<file path="src/rtl/i2c_su_pkg.sv">
package i2c_su_pkg;
  typedef struct packed {
    logic level;
    logic rise;
    logic fall;
  } scl_ev_t;
endpackage

</file>
<file path="src/rtl/su_edge.sv">
module su_edge
  import i2c_su_pkg::*;
(
  input  logic    clk,
  input  logic    rst_n,
  input  logic    scl_in,
  output scl_ev_t ev
);
  logic scl_q;

  always_ff @(posedge clk or negedge rst_n) begin
    if (!rst_n) scl_q <= 1'b1;
    else        scl_q <= scl_in;
  end

  always_comb begin
    ev.level = scl_in;
    ev.rise  = scl_in & ~scl_q;
    ev.fall  = ~scl_in & scl_q;
  end
endmodule

</file>
<file path="src/rtl/su_sclgen.sv">
module su_sclgen #(
  parameter int SCL_DIV = 6
) (
  input  logic clk,
  input  logic rst_n,
  input  logic run,
  input  logic level,
  output logic pull
);
  localparam int TW = (SCL_DIV > 2) ? $clog2(SCL_DIV) : 1;
  localparam logic [TW-1:0] LAST = TW'(SCL_DIV - 1);

  logic [TW-1:0] timer;
  logic          run_q;

  always_ff @(posedge clk or negedge rst_n) begin
    if (!rst_n) begin
      timer <= '0;
      run_q <= 1'b0;
      pull  <= 1'b0;
    end else begin
      run_q <= run;
      if (!run) begin
        timer <= '0;
      end else if (!run_q) begin
        pull  <= 1'b1;
        timer <= '0;
      end else if (pull) begin
        if (timer == LAST) begin
          pull  <= 1'b0;
          timer <= '0;
        end else begin
          timer <= timer + 1'b1;
        end
      end else if (!level) begin
        timer <= '0;
      end else if (timer == LAST) begin
        pull  <= 1'b1;
        timer <= '0;
      end else begin
        timer <= timer + 1'b1;
      end
    end
  end

  assert_idle_stays_low_R10: assert property (@(posedge clk) disable iff (!rst_n)
    (!run && pull) |=> pull);
endmodule

</file>
<file path="src/rtl/su_shift.sv">
module su_shift
  import i2c_su_pkg::*;
#(
  parameter int DATA_W = 8,
  parameter int CNT_W  = 4
) (
  input  logic              clk,
  input  logic              rst_n,
  input  scl_ev_t           ev,
  input  logic              sda_in,
  input  logic              sr_wr,
  input  logic [DATA_W-1:0] sr_wdata,
  input  logic              cnt_wr,
  input  logic [CNT_W-1:0]  cnt_wdata,
  output logic [DATA_W-1:0] shreg,
  output logic              cnt_nz,
  output logic              flag,
  output logic              out_bit
);
  localparam int MSB = DATA_W - 1;

  logic [CNT_W-1:0] cnt;
  logic             seen_rise;

  assign cnt_nz = (cnt != '0);

  always_ff @(posedge clk or negedge rst_n) begin
    if (!rst_n) begin
      shreg   <= '0;
      out_bit <= 1'b1;
    end else if (sr_wr) begin
      shreg   <= sr_wdata;
      out_bit <= sr_wdata[MSB];
    end else begin
      if (ev.rise && cnt_nz) shreg <= {shreg[MSB-1:0], sda_in};
      if (ev.fall) out_bit <= shreg[MSB];
    end
  end

  always_ff @(posedge clk or negedge rst_n) begin
    if (!rst_n) begin
      cnt       <= '0;
      flag      <= 1'b0;
      seen_rise <= 1'b0;
    end else if (cnt_wr) begin
      cnt       <= cnt_wdata;
      seen_rise <= 1'b0;
      if (cnt_wdata != '0) flag <= 1'b0;
    end else if (cnt_nz) begin
      if (ev.rise) seen_rise <= 1'b1;
      if (ev.fall && seen_rise) begin
        cnt       <= cnt - 1'b1;
        seen_rise <= 1'b0;
        if (cnt == CNT_W'(1)) flag <= 1'b1;
      end
    end
  end

  assert_load_clears_flag_R3: assert property (@(posedge clk) disable iff (!rst_n)
    (cnt_wr && cnt_wdata != '0) |=> !flag);
  assert_flag_on_low_R5: assert property (@(posedge clk) disable iff (!rst_n)
    $rose(flag) |-> !$past(ev.level));
  assert_zero_write_keeps_flag_R10: assert property (@(posedge clk) disable iff (!rst_n)
    (cnt_wr && cnt_wdata == '0) |=> (flag == $past(flag)));
endmodule

</file>
<file path="src/rtl/i2c_shift_unit.sv">
module i2c_shift_unit
  import i2c_su_pkg::*;
#(
  parameter int DATA_W  = 8,
  parameter int SCL_DIV = 6,
  localparam int CNT_W  = $clog2(DATA_W + 1)
) (
  input  logic              clk,
  input  logic              rst_n,
  input  logic              master_en,
  input  logic              sda_oe,
  input  logic              sr_wr,
  input  logic [DATA_W-1:0] sr_wdata,
  input  logic              cnt_wr,
  input  logic [CNT_W-1:0]  cnt_wdata,
  output logic [DATA_W-1:0] rx_data,
  output logic              done_flag,
  input  logic              scl_in,
  input  logic              sda_in,
  output logic              scl_pull_low,
  output logic              sda_pull_low
);
  scl_ev_t ev;
  logic    cnt_nz, flag, out_bit, m_pull, hold_r;

  su_edge u_edge (.clk(clk), .rst_n(rst_n), .scl_in(scl_in), .ev(ev));

  su_shift #(.DATA_W(DATA_W), .CNT_W(CNT_W)) u_shift (
    .clk(clk), .rst_n(rst_n), .ev(ev), .sda_in(sda_in),
    .sr_wr(sr_wr), .sr_wdata(sr_wdata), .cnt_wr(cnt_wr), .cnt_wdata(cnt_wdata),
    .shreg(rx_data), .cnt_nz(cnt_nz), .flag(flag), .out_bit(out_bit));

  su_sclgen #(.SCL_DIV(SCL_DIV)) u_gen (
    .clk(clk), .rst_n(rst_n), .run(master_en & cnt_nz),
    .level(scl_in), .pull(m_pull));

  // slave clock stretch: latch the hold once SCL is seen low with the flag up
  always_ff @(posedge clk or negedge rst_n) begin
    if (!rst_n) hold_r <= 1'b0;
    else        hold_r <= flag & (hold_r | ~scl_in);
  end

  assign scl_pull_low = master_en ? m_pull : hold_r;
  assign sda_pull_low = sda_oe & ~out_bit;
  assign done_flag    = flag;

  assert_slave_holds_R6: assert property (@(posedge clk) disable iff (!rst_n)
    (!master_en && flag && !scl_in && !cnt_wr) |=> (scl_pull_low || master_en));
  assert_sda_still_while_high_R8: assert property (@(posedge clk) disable iff (!rst_n)
    (scl_in && $past(scl_in) && !$past(sr_wr) && $stable(sda_oe)) |-> $stable(sda_pull_low));
endmodule

</file>
<file path="config.mk">
export PLATFORM = sky130hd
export DESIGN_NAME = i2c_shift_unit
export DESIGN_NICKNAME = d
export VERILOG_FILES = /design/src/rtl/i2c_su_pkg.sv /design/src/rtl/su_edge.sv /design/src/rtl/su_sclgen.sv /design/src/rtl/su_shift.sv /design/src/rtl/i2c_shift_unit.sv
export SDC_FILE = /design/constraint.sdc
export NUM_CORES = 1
export LEC_CHECK = 0
export BUFFER_PORTS_ARGS = -buffer_cell sky130_fd_sc_hd__buf_2
export CAP_MARGIN = 10
export CORE_ASPECT_RATIO = 0.7
export CORE_MARGIN = 2
export CORE_UTILIZATION = 32
export CTS_CLUSTER_DIAMETER = 30
export CTS_CLUSTER_SIZE = 12
export DETAILED_ROUTE_END_ITERATION = 8
export HOLD_SLACK_MARGIN = 0.02
export PLACE_DENSITY = 0.55
export SLEW_MARGIN = 20
export SYNTH_ARGS = -nofsm -noshare
export SYNTH_HDL_FRONTEND = slang
export SYNTH_SLANG_ARGS = --single-unit
</file>
<file path="constraint.sdc">
create_clock -name clk -period 2.36 [get_ports clk]
set_clock_uncertainty 0.05 [all_clocks]
set_input_delay 0.236 -clock clk [delete_from_list [all_inputs] [get_ports clk]]
set_output_delay 0.236 -clock clk [all_outputs]
set_load 0.005 [all_outputs]
</file>
Yosys cells after proc, flatten, opt, wreduce, memory -nomap -nowiden
Index checks and enable logic that the tools add are counted.
{"block": "totals", "ff_bits": 22, "in_bits": 20, "wordCells": 64}
{"block": "classes", "n_addsub": 2, "eq_ne": 3, "muxes": 27, "bitwise_logic": 9, "n_reduce_logical": 13}
{"op": "2-to-1 mux 1 bit", "count": 17}
{"op": "2-to-1 mux 8 bit", "count": 2}
{"op": "2-to-1 mux 3 bit", "count": 5}
{"op": "2-to-1 mux 4 bit", "count": 3}
{"op": "nonzero test 2 bit", "count": 5}
{"op": "nonzero test 4 bit", "count": 2}
{"op": "AND 1 bit", "count": 5}
{"op": "equality test 4 x 1 -> 1 bit (second input constant)", "count": 1}
{"op": "AND reduction 2 bit", "count": 2}
{"op": "AND reduction 4 bit", "count": 1}
{"op": "subtractor 4 x 1 -> 4 bit (second input constant)", "count": 1}
{"op": "adder 3 x 1 -> 3 bit (second input constant)", "count": 1}
{"op": "equality test 3 bit (second input constant)", "count": 1}
{"op": "inverter 1 bit", "count": 3}
{"op": "nonzero test 3 bit", "count": 1}
{"op": "logical AND 1 bit", "count": 2}
{"op": "inequality test 2 x 1 -> 1 bit (second input constant)", "count": 1}
{"op": "bitwise OR 1 bit", "count": 1}

Depth between registers and ports, before layout
Gate-level depths: netlist (run 1).
{"block": "depth", "depth_word": 6, "ltp_mapped": 6, "depth_no_buf": 5}

Hierarchy
A second synthesis (run 1) with hierarchy kept.
{"block": "unflattened", "cells_unflattened": 113, "area_unflattened_um2": 1129.8}
{"module": "su_shift", "n_inst": 1, "cells_each": 84, "area_per_inst_um2": 812.0}
{"module": "su_sclgen", "n_inst": 1, "cells_each": 18, "area_per_inst_um2": 211.5}
{"module": "i2c_shift_unit", "n_inst": 1, "cells_each": 7, "area_per_inst_um2": 57.6}
{"module": "su_edge", "n_inst": 1, "cells_each": 4, "area_per_inst_um2": 48.8}

Worst setup path before layout (run 1)
Ideal clock, no wire load.
{"block": "synth_timing", "kind": "reg-to-reg", "from": "register u_shift.cnt[0]", "to": "register u_gen.pull", "setup_time_ns": 0.121, "arrival_time_ns": 1.482, "t_required_ns": 2.189, "setup_slack_ns": 0.707, "stages_incl_launch_ff": 6, "period_less_slack_ns": 1.653, "path_cell_list": "dfrtp_1 -> inv_1 -> ha_1 -> nor3b_1 -> or4b_1 -> a22o_1"}
{"block": "synth_between", "elab_chain_len": 2}
{"item": "start: declaration", "line_no": "su_shift.sv:22", "text": "logic [CNT_W-1:0] cnt;"}
{"item": "start signal: assignment", "line_no": "su_shift.sv:46", "text": "cnt <= cnt_wdata;"}
{"item": "start signal: assignment", "line_no": "su_shift.sv:52", "text": "cnt <= cnt - 1'b1;"}
{"item": "nonzero test 4 bit", "line_no": "su_shift.sv:25", "text": "assign cnt_nz = (cnt != '0);"}
{"item": "AND 1 bit", "line_no": "i2c_shift_unit.sv:34", "text": ".clk(clk), .rst_n(rst_n), .run(master_en & cnt_nz),"}
{"item": "end signal: assignment", "line_no": "su_sclgen.sv:26", "text": "pull <= 1'b1;"}
{"item": "end signal: assignment", "line_no": "su_sclgen.sv:30", "text": "pull <= 1'b0;"}
{"item": "end signal: assignment", "line_no": "su_sclgen.sv:38", "text": "pull <= 1'b1;"}
{"item": "end: declaration", "line_no": "su_sclgen.sv:8", "text": "output logic pull"}
Every way passes these cells.
A chain may end at the register's enable or synchronous reset.

Worst setup path in the final report (run 1)
{"block": "layout_timing", "from": "register u_shift.cnt[0]", "to": "register u_shift.shreg[1]"}
{"block": "layout_between", "elab_chain_len": 3}
{"item": "nonzero test 4 bit", "line_no": "su_shift.sv:25"}
{"item": "logical AND 1 bit", "line_no": "su_shift.sv:35", "text": "if (ev.rise && cnt_nz) shreg <= {shreg[MSB-1:0], sda_in};"}
{"item": "nonzero test 2 bit (no line)"}
{"item": "end signal: assignment", "line_no": "su_shift.sv:32", "text": "shreg <= sr_wdata;"}
{"item": "end signal: assignment", "line_no": "su_shift.sv:35"}
{"item": "end: declaration", "line_no": "su_shift.sv:15", "text": "output logic [DATA_W-1:0] shreg,"}
Every way passes these cells.

==> results of run 1 <==
logic make-up after synthesis:
group,synth area share (%)
multiplexers,0.978
AO/OA/AOI/OAI,20.4
AND/OR/NAND/NOR,23.2
flip-flops,48.0
buffers and inverters,5.22
adder cells (fa/ha/maj),2.17
state kept, by name, summed over array words and instances (netlist names):
register	count
u_shift.shreg	8
u_shift.cnt	4
u_gen.timer	3
hold_r	1
u_edge.scl_q	1
u_gen.pull	1
u_gen.run_q	1
u_shift.flag	1
u_shift.out_bit	1
u_shift.seen_rise	1
path summary, 6_finish.rpt:
| path | cells after the start | to | slack (ns) |
|---|---|---|---|
| setup / recovery | 5 | u_shift.shreg[1] | 0.48 |
| max in group asynchronous | 2 | u_edge.scl_q | 1.48 |
| setup reg to reg | 5 | u_shift.shreg[1] | 0.48 |
| hold reg to reg | 1 | u_gen.timer[0] | 0.45 |
| min in group asynchronous | 2 | hold_r | 0.42 |
| hold / removal | 1 | u_edge.scl_q | 0.09 |
stage by stage:
stage | cells | setup slack [ns] | hold slack, ns
floorplan | 110 | 0.707 | -0.110
global placement | 186 | 0.592 | 0.181
detailed placement | 186 | 0.555 | 0.184
CTS | 191 | 0.525 | 0.0878
global route | 191 | 0.400 | 0.0781
finish | 191 | 0.477 | 0.0894
final cells by class:
cell class / instances / area (um^2)
tap: 50 / 62.6
inverter: 8 / 30.0
clock buffer: 4 / 45.0
sequential: 22 / 553
multi-input combinational: 75 / 538
fill: 352 / 2090
timing repair buffer: 32 / 168
routing by layer:
layer	vias up	share of wire, %
li1	470	-
met3	2	4.9
met4	0	0.40
met2	29	43
met5	-	0
met1	471	52
power by group through the flow:
stage                     combinational [uW]  sequential, uW  clock [uW]
final                                    139             429         232
after global routing                     160             433         259
after CTS                                141             429         244
after detailed placement                 138             436           0
after global placement                   137             435           0
after floorplan                         80.8             434           0
layout by cell type (no fill, tap or decap), drive strengths merged, types with 2 or more instances in the layout:
| cell type | instances |
|---|---|
| nor4b | 2 |
| nor2 | 7 |
| nand3 | 2 |
| ha | 2 |
| o41ai | 3 |
| buf | 31 |
| a221o | 7 |
| nor3b | 8 |
| nor2b | 9 |
| nand2 | 4 |
| o21ai | 3 |
| inv | 8 |
| clkbuf | 4 |
| a21oi | 3 |
| a31oi | 2 |
| dfstp | 2 |
| nand3b | 2 |
| dfrtp | 20 |
| a22o | 2 |
| nand2b | 3 |
==> metrics, run 1 <==
outcome finished, final reports clean; GR Util All Layers 13.1%; insertion delay to the later sink of the worst-skew pair 0.26 ns; part of the power in registers 53.6%; synthesized area per cell 10.5 um^2; crit path max-delay cell type or3b_4; number of flip-flops and latches in the synthesized netlist 22; CTS Hold Buffers Added 1; data required time at the worst endpoint 2.51 ns; met1 track demand over resource in global routing about a fifth; DRC Markers 0; ordered cell list for the critical path inv_1 -> ha_1 -> or3b_4 -> nand2b_1 -> a221o_1; Port Buf Inserts 30; effective utilization at floorplan 33.0%; worst hold-check path type input pin to register; number of placement rows 18; CTS Root Buffer Type clkbuf_8; main flop type after synthesis dfrtp_1; proportion of synthesized chip area in sequential cells 48.0%; number of pins with negative max-slew slack in the final report 0; relative slew slack 67.1%; launch point of the worst path u_shift.cnt[0]; final routed wirelength across all metal layers 2470 um; grt total ovfl 0; family with the most delay on the worst path simple AND/OR/NAND/NOR gates; worst-case clock buffer depth 2; Core Area ~3500 um^2; data arrival time at the worst-slack endpoint 2.03 ns; floorplan die height 54.2 um; worst setup path class register to register; clock tree from TritonCTS done; final worst path period share 79.8%; crit path buf inv count 1; wire per inst 12.9 um; Die Area slightly above 4000 um^2; max-cap violation count 0; busiest metal layer after global routing met1; setup repair after global routing missed its margin no; worst slew pin tran 0.494 ns; largest stage delay on the critical path 0.44 ns; synthesized netlist cell count 110; CP Capture Type register; Placed Instance Area 1340 um^2; number of flops mapped to enable cells by yosys 0; Max VDD drop 0.297 mV; final-layout setup total negative slack 0 ns; boundary pin count 31; first-pass GRT wire length roughly 3900 um; library cells used by synthesis 37; Crit Path Max Fanout 9; met2 Usage GRT between 10% and 20%; Die X-Extent 75.7 um; ratio of routed vias to standard cells 5.09; Post-CTS Setup Repair Bufs 0; CTS sink cnt 22; cell type contributing the most total cell area after synthesis dfrtp_1; Hold Vio Cnt, Final 0; number of nets produced by synthesis 132; total number of yosys warnings 0; standby leakage power 0.000618 uW; Final Cell Area 1400 um^2; largest net degree at the start of global routing 23; Switching Share 25.3%; Post-synth ARST share 100%; total number of H-tree levels 1; vias after detailed routing 972; Syn-to-layout area delta 21.3%; antenna violations before repair 0; Clock power frac around 29%; First DRT Iteration DRCs 58; half-perimeter wire length after placement 1850 um; clock-pin slew on the worst setup and hold paths about 0.08 ns; layout cells sized above 1 27.7%; hold wc startpoint scl_in; total power 800 uW; gpl congestion approximately 0.76; antenna violation net count after detailed routing 0; count leader, synth dfrtp_1; most common library cells after synthesis dfrtp_1 (20), nor2b_1 (9), inv_1 (8), nor3b_1 (8); power density over cell area roughly 570 nW/um^2; number of CTS-inserted buffers 3; NetSw 203 uW; worst reg2reg path startpoint u_shift.cnt[0]; GR Util met3 ~5.4%; Layout Nets 164; fin util 40.0%; total internal power 597 uW; vias in the first global route between 800 and 900; portion of total power attributed to combinational logic 17.4%; final setup vio count 0; length of the first detailed-routing pass in iterations 4; area share of the leading cell type in the synthesized netlist 43.5%; maximum achievable frequency approximately 530 MHz; Resized Gates After CTS 0; post-synthesis cell area 1150 um^2; Final Critical Period 1.88 ns; crit path launch type register; leading post-synthesis cells by cell area dfrtp_1 (43%), a221o_1 (6.1%), nor3b_1 (5.2%); Inserted Diodes 0
Power figures use the tool's default switching activity.
==> run 2, diff against run 1 <==
clock period = 1.9 ns   (was 2.36 ns; I/O delays follow)
==> run 2 against run 1 <==
Against the previous run:
- wire length grew 3.5%
- first-iteration DRC count decreased by 36%
- global-route usage increased by 0.11 points
- sequential cell count is the same
- die area unchanged
==> metrics, run 2 (synthesized netlist as in run 1, its figures left out) <==
outcome finished, final reports clean (unchanged); CTS Root Buffer Type clkbuf_8 (unchanged); wire per inst 13.4 um (was 12.9 um); worst setup path class register to register (unchanged); effective utilization at floorplan 33.0% (unchanged); setup repair after global routing missed its margin no (unchanged); First DRT Iteration DRCs 37 (was 58); DRC Markers 0 (unchanged); Die X-Extent 75.7 um (unchanged); crit path max-delay cell type or4b_1 (was or3b_4); final setup vio count 0 (unchanged); hold-critical path depth 1 (unchanged); insertion delay to the later sink of the worst-skew pair 0.26 ns (about the same); number of CTS-inserted buffers 3 (unchanged); relative slew slack 66.5% (was 67.1%); Syn-to-layout area delta 22.8% (was 21.3%); Core Area 3490 um^2 (unchanged); GR Util All Layers 13.2% (was 13.1%); Inserted Diodes 0 (unchanged); max reg flops 8 (unchanged); clock tree from TritonCTS done (unchanged); largest net degree at the start of global routing 23 (unchanged); antenna violations before repair 0 (unchanged); register area 553 um^2 (unchanged); grt total ovfl 0 (unchanged); final cell count without fillers 191 (unchanged); length of the first detailed-routing pass in iterations 4 (unchanged); max-cap violation count 0 (unchanged); area of combinational cells with multiple inputs 546 um^2 (was 538 um^2); data arrival time at the worst-slack endpoint 1.90 ns (was 2.03 ns); floorplan die height 54.2 um (unchanged); total number of H-tree levels 1 (unchanged); number of pins with negative max-slew slack in the final report 0 (unchanged); data required time at the worst endpoint 2.00 ns (was 2.51 ns); power density over cell area 737 nW/um^2 (was 573 nW/um^2); vias in the first global route 868 (was 823); depth of the worst register-to-register path 5 (unchanged); standby leakage power 0.000625 uW (was 0.000618 uW); CTS sink cnt 22 (unchanged); Port Buf Inserts 30 (unchanged); final worst path period share 94.4% (was 79.8%); Max VDD drop 0.526 mV (was 0.297 mV); family with the most delay on the worst path simple AND/OR/NAND/NOR gates (unchanged); ordered cell list for the critical path inv_1 -> ha_1 -> nor3b_2 -> or4b_1 -> a22o_1 (was inv_1 -> ha_1 -> or3b_4 -> nand2b_1 -> a221o_1); worst slew pin tran 0.503 ns (was 0.494 ns); Hold Vio Cnt, Final 0 (unchanged); logic depth of the worst setup path including buffers 5 (unchanged); layout cells sized above 1 29.8% (was 27.7%); vias after detailed routing 963 (was 972); Fill cells 348 (was 352); Final Critical Period 1.79 ns (was 1.88 ns); fin util 40.5% (was 40.0%); Top Registers u_shift.shreg (8), u_shift.cnt (4), u_gen.timer (3) (unchanged); gpl congestion 0.778 (was 0.763); Post-CTS Setup Repair Bufs 0 (unchanged); half-perimeter wire length after placement 1920 um (was 1850 um); clock-pin slew on the worst setup and hold paths 0.08 ns (about the same); placed instance count 186 (unchanged); Final Cell Area 1410 um^2 (was 1400 um^2); final routed wirelength across all metal layers 2560 um (was 2470 um); Layout Nets 164 (unchanged); largest stage delay on the critical path 0.51 ns (was 0.44 ns); most frequent cells in the layout buf_2 (30), dfrtp_1 (20), nor2b_1 (9), inv_1 (8) (was buf_2 (30), dfrtp_1 (20), nor2b_1 (9), inv_1 (8), nor3b_1 (8)); antenna violation net count after detailed routing 0 (unchanged); boundary pin count 31 (unchanged); crit path launch type register (unchanged); Crit Path Max Fanout 5 (was 9); worst hold-check path type input pin to register (unchanged); first-pass GRT wire length 4000 um (was 3920 um); CP Capture Type register (unchanged); Die Area 4100 um^2 (unchanged); Placed Instance Area 1340 um^2 (unchanged); final-layout setup total negative slack 0 ns (unchanged); maximum achievable frequency 557 MHz (was 531 MHz); worst-case clock buffer depth 2 (unchanged); crit path buf inv count 1 (unchanged); ratio of routed vias to standard cells 5.04 (was 5.09); number of placement rows 18 (unchanged); register ranked first by flip-flop count u_shift.shreg (unchanged); hold_ws 0.0338 ns (was 0.0894 ns); commonest non-fill, non-tap cell in the layout buf_2 (unchanged)
[run 2: worst register-to-register path, stage by stage, from the launching register on]
cell and delay [ns]:
dfrtp_1 0.43, inv_1 0.08, ha_1 0.24, nor3b_2 0.18
or4b_1 0.51, a22o_1 0.19
[run 2: path summary, 6_finish.rpt]
path / startpoint / endpoint / slack (ns)
min in group asynchronous: rst_n / u_shift.shreg[6] / 0.38
hold reg to reg: u_gen.timer[0] / u_gen.timer[0] / 0.45
setup / recovery: u_shift.cnt[0] / u_gen.pull / 0.11
hold / removal: scl_in / u_edge.scl_q / 0.03
setup reg to reg: u_shift.cnt[0] / u_gen.pull / 0.11
max in group asynchronous: rst_n / u_edge.scl_q / 1.07
[run 2: final cells by class]
class	instances	area share, %
Sequential cell	22	39.1
Multi-Input combinational cell	75	38.6
Timing Repair Buffer	32	11.9
Tap cell	50	4.42
Clock buffer	4	3.89
Inverter	8	2.12
[run 2: metrics by stage]
| stage | power (uW) | setup slack [ns] |
|---|---|---|
| 2_1_floorplan | 639 | 0.247 |
| 3_3_place_gp | 709 | 0.120 |
| 3_5_place_dp | 713 | 0.0818 |
| 4_1_cts | 1050 | 0.0466 |
| 5_1_grt | 1100 | 0.0516 |
| 6_report | 1040 | 0.106 |
[run 2: timing repair]
item                                   CTS  global route
endpoints found under the hold margin   20             0
resized for setup                        0             2
hold buffers                             1             0
setup endpoints to repair                0             9
[run 2: routing by layer]
layer	vias up	routed length, um	track usage [%]	share of wire, %
li1	469	-	-	-
met1	476	1290	19.5	51
met2	18	1160	18.8	45
met3	0	107	4.68	4.2
met4	0	0	2.05	0
met5	-	0	0	0
[run 2: power by group]
part	total, uW	internal [uW]	switching (uW)
sequential	534	506	28.5
clock	334	185	149
combinational	173	87.3	85.9
==> run 3, diff against run 2 <==
ABC_AREA = 1   (was unset)
==> run 3 against run 2 <==
Against the previous run:
- register-to-register slack improved by 0.29 ns
- synthesized cell count is 31% higher
- total power rose by 14%
- sequential share of layout area down 0.81 points
- sequential cell count is the same
- non-clock buffer count did not move
- worst setup slack improved by 0.29 ns
- worst hold slack improved by 0.052 ns
- die area grew 1.3%
- critical path type unchanged
==> metrics, run 3 <==
outcome finished, final reports clean (unchanged); final-layout setup total negative slack 0 ns (unchanged); area share of the leading cell type in the synthesized netlist 42.9% (was 43.5%); termination of the worst setup path u_gen.timer[2] (was u_gen.pull); clock-pin slew on the worst setup and hold paths 0.08 ns (about the same); Post-CTS Setup Repair Bufs 0 (unchanged); final setup vio count 0 (unchanged); gpl congestion 0.811 (was 0.778); Switching Share 26.2% (was 25.3%); length of the first detailed-routing pass in iterations 4 (unchanged); number of placement rows 18 (unchanged); CP Capture Type register (unchanged); Post-synth ARST share 100% (unchanged); portion of total power attributed to combinational logic 17.4% (was 16.6%); number of flip-flops and latches in the synthesized netlist 22 (unchanged); Max VDD drop 0.663 mV (was 0.526 mV); post-synthesis cell area 1170 um^2 (was 1150 um^2); synthesized netlist cell count 144 (was 110); number of pins with negative max-slew slack in the final report 0 (unchanged); Die Area 4160 um^2 (was 4100 um^2); Resized Gates After CTS 0 (unchanged); part of the power in registers 45.9% (was 51.3%); worst reg2reg path startpoint u_shift.cnt[0] (unchanged); minimum setup slack among reg-to-reg paths 0.40 ns (was 0.11 ns); proportion of synthesized chip area in sequential cells 47.4% (was 48.0%); standby leakage power 0.000738 uW (was 0.000625 uW); antenna violation net count after detailed routing 0 (unchanged); most common library cells after synthesis nand2_1 (35), nand3_1 (25), dfrtp_1 (20), inv_1 (14), nor2_1 (13) (was dfrtp_1 (20), nor2b_1 (9), inv_1 (8), nor3b_1 (8)); worst setup path class register to register (unchanged); CTS sink cnt 22 (unchanged); Hold Vio Cnt, Final 0 (unchanged); number of nets produced by synthesis 166 (was 132); antenna violations before repair 0 (unchanged); Syn-to-layout area delta 23.7% (was 22.8%); first-pass GRT wire length 4150 um (was 4000 um); commonest non-fill, non-tap cell in the layout nand2_1 (was buf_2); wire per inst 11.0 um (was 13.4 um); launch point of the worst path u_shift.cnt[0] (unchanged); worst slew pin tran 0.491 ns (was 0.503 ns); Layout Nets 199 (was 164); grt total ovfl 0 (unchanged); largest net degree at the start of global routing 23 (unchanged); leading post-synthesis cells by cell area dfrtp_1 (43%), nand2_1 (11%), nand3_1 (11%) (was dfrtp_1 (43%), a221o_1 (6.1%), nor3b_1 (5.2%)); Clock power frac 36.8% (was 32.1%); crit path launch type register (unchanged); maximum achievable frequency 666 MHz (was 557 MHz); effective utilization at floorplan 33.2% (was 33.0%); library cells used by synthesis 27 (was 37); max reg flops 8 (unchanged); total number of yosys warnings 0 (unchanged); capturing point of the worst reg2reg path u_gen.timer[2] (was u_gen.pull); most frequent cells in the layout nand2_1 (35), buf_2 (30), nand3_1 (25), dfrtp_1 (20), inv_1 (14) (was buf_2 (30), dfrtp_1 (20), nor2b_1 (9), inv_1 (8)); Core Area 3510 um^2 (was 3490 um^2); final worst path period share 79.0% (was 94.4%); main flop type after synthesis dfrtp_1 (unchanged); vias in the first global route 872 (was 868); Port Buf Inserts 30 (unchanged); boundary pin count 31 (unchanged); max-cap violation count 0 (unchanged); Fill cells 378 (was 348); number of flops mapped to enable cells by yosys 0 (unchanged); Crit Path Max Fanout 11 (was 5); register area 553 um^2 (unchanged); relative slew slack 67.3% (was 66.5%); vias after detailed routing 1041 (was 963); worst hold-check path type input pin to register (unchanged); number of CTS-inserted buffers 3 (unchanged); setup repair after global routing missed its margin no (unchanged); cell type contributing the most total cell area after synthesis dfrtp_1 (unchanged); total number of H-tree levels 1 (unchanged); count leader, synth nand2_1 (was dfrtp_1); Top Registers u_shift.shreg (8), u_shift.cnt (4), u_gen.timer (3) (unchanged); Die X-Extent 76.2 um (was 75.7 um); final routed wirelength across all metal layers 2490 um (was 2560 um); worst-case clock buffer depth 2 (unchanged); GR Util All Layers 12.9% (was 13.2%); fin util 41.1% (was 40.5%); DRC Markers 0 (unchanged); insertion delay to the later sink of the worst-skew pair 0.26 ns (about the same); total internal power 877 uW (was 778 uW); register ranked first by flip-flop count u_shift.shreg (unchanged); Inserted Diodes 0 (unchanged); data required time at the worst endpoint 2.05 ns (was 2.00 ns); layout cells sized above 1 25.6% (was 29.8%); First DRT Iteration DRCs 66 (was 37); post-placement worst setup slack 0.396 ns (was 0.0818 ns); floorplan die height 54.5 um (was 54.2 um); depth of the worst register-to-register path 7 (was 5); final worst slack 0.399 ns (was 0.106 ns); data arrival time at the worst-slack endpoint 1.65 ns (was 1.90 ns); Final Critical Period 1.50 ns (was 1.79 ns); clock tree from TritonCTS done (unchanged); power density over cell area 822 nW/um^2 (was 737 nW/um^2); NetSw 311 uW (was 264 uW); area of combinational cells with multiple inputs 527 um^2 (was 546 um^2); ratio of routed vias to standard cells 4.61 (was 5.04); half-perimeter wire length after placement 1890 um (was 1920 um); synthesized area per cell 8.11 um^2 (was 10.5 um^2); CTS Root Buffer Type clkbuf_8 (unchanged)
## run 3: cell count changes in the layout (fill, tap and decap cells not counted), moves of 7 or more
cell / change
a221o_1: -7
nor2b_1: -9
nand4_1: +7
nor3b_1: -7
nand3_1: +23
nand2_1: +31
## run 3: area by class of cell
cell class | instances | share of cell area [%]
clock buffers | 3 | 2.86
clock inverters | 1 | 2.08
inverters | 16 | 4.16
multi-input cells | 102 | 36.5
flip-flops and latches | 22 | 38.3
well taps | 50 | 4.33
repair buffers | 32 | 11.8
## run 3: logic make-up after synthesis
| kind of cell | synth area share [%] |
|---|---|
| buffers and inverters | 7.50 |
| AND/OR/NAND/NOR | 35.9 |
| XOR/XNOR | 0.750 |
| AO/OA/AOI/OAI | 5.36 |
| flip-flops | 47.4 |
| multiplexers | 0.965 |
| adder cells (fa/ha/maj) | 2.14 |
## run 3: layer usage
metal | global-route usage (%) | wire length, um | vias up
met5 | 0 | 0 | -
met4 | 2.73 | 0 | 0
met3 | 4.95 | 109 | 0
met2 | 19.8 | 1150 | 17
met1 | 17.5 | 1230 | 484
li1 | - | - | 540
## run 3: power groups by stage
stage | logic (uW) | registers (uW) | clock network, uW
floorplan | 131 | 550 | 0
global placement | 200 | 552 | 0
detailed placement | 203 | 553 | 0
CTS | 209 | 544 | 447
global route | 239 | 549 | 471
finish | 206 | 544 | 437
## run 3: worst min-delay path by stage
stage                     start                to  cells past startpoint
floorplan                 rst_n            hold_r                      0
global placement          rst_n    u_gen.timer[1]                      1
detailed placement        rst_n    u_gen.timer[2]                      1
CTS                 sr_wdata[5]  u_shift.shreg[5]                      3
global route        sr_wdata[4]  u_shift.shreg[4]                      3
finish              sr_wdata[5]  u_shift.shreg[5]                      3
## run 3: repair_timing
action | 4_1_cts | 5_1_grt
hold buffers | 2 | 0
endpoints found under the setup margin | 0 | 0
hold endpoints to repair | 21 | 0
## run 3: per-stage QoR
stage	hold slack, ns	cell area (um^2)	total power [uW]	instances
floorplan	-0.156	1170	680	144
global placement	0.130	1350	752	220
detailed placement	0.139	1350	757	220
CTS	0.0830	1440	1200	226
global route	0.0817	1440	1260	226
finish	0.0861	1440	1190	226
## run 3: critical path, stage by stage (launching register included)
cell and delay [ns]:
dfrtp_1 0.37, inv_1 0.09, ha_1 0.25, nand2_2 0.24
nand2_1 0.15, inv_1 0.11, o211ai_2 0.10, nor2_1 0.09
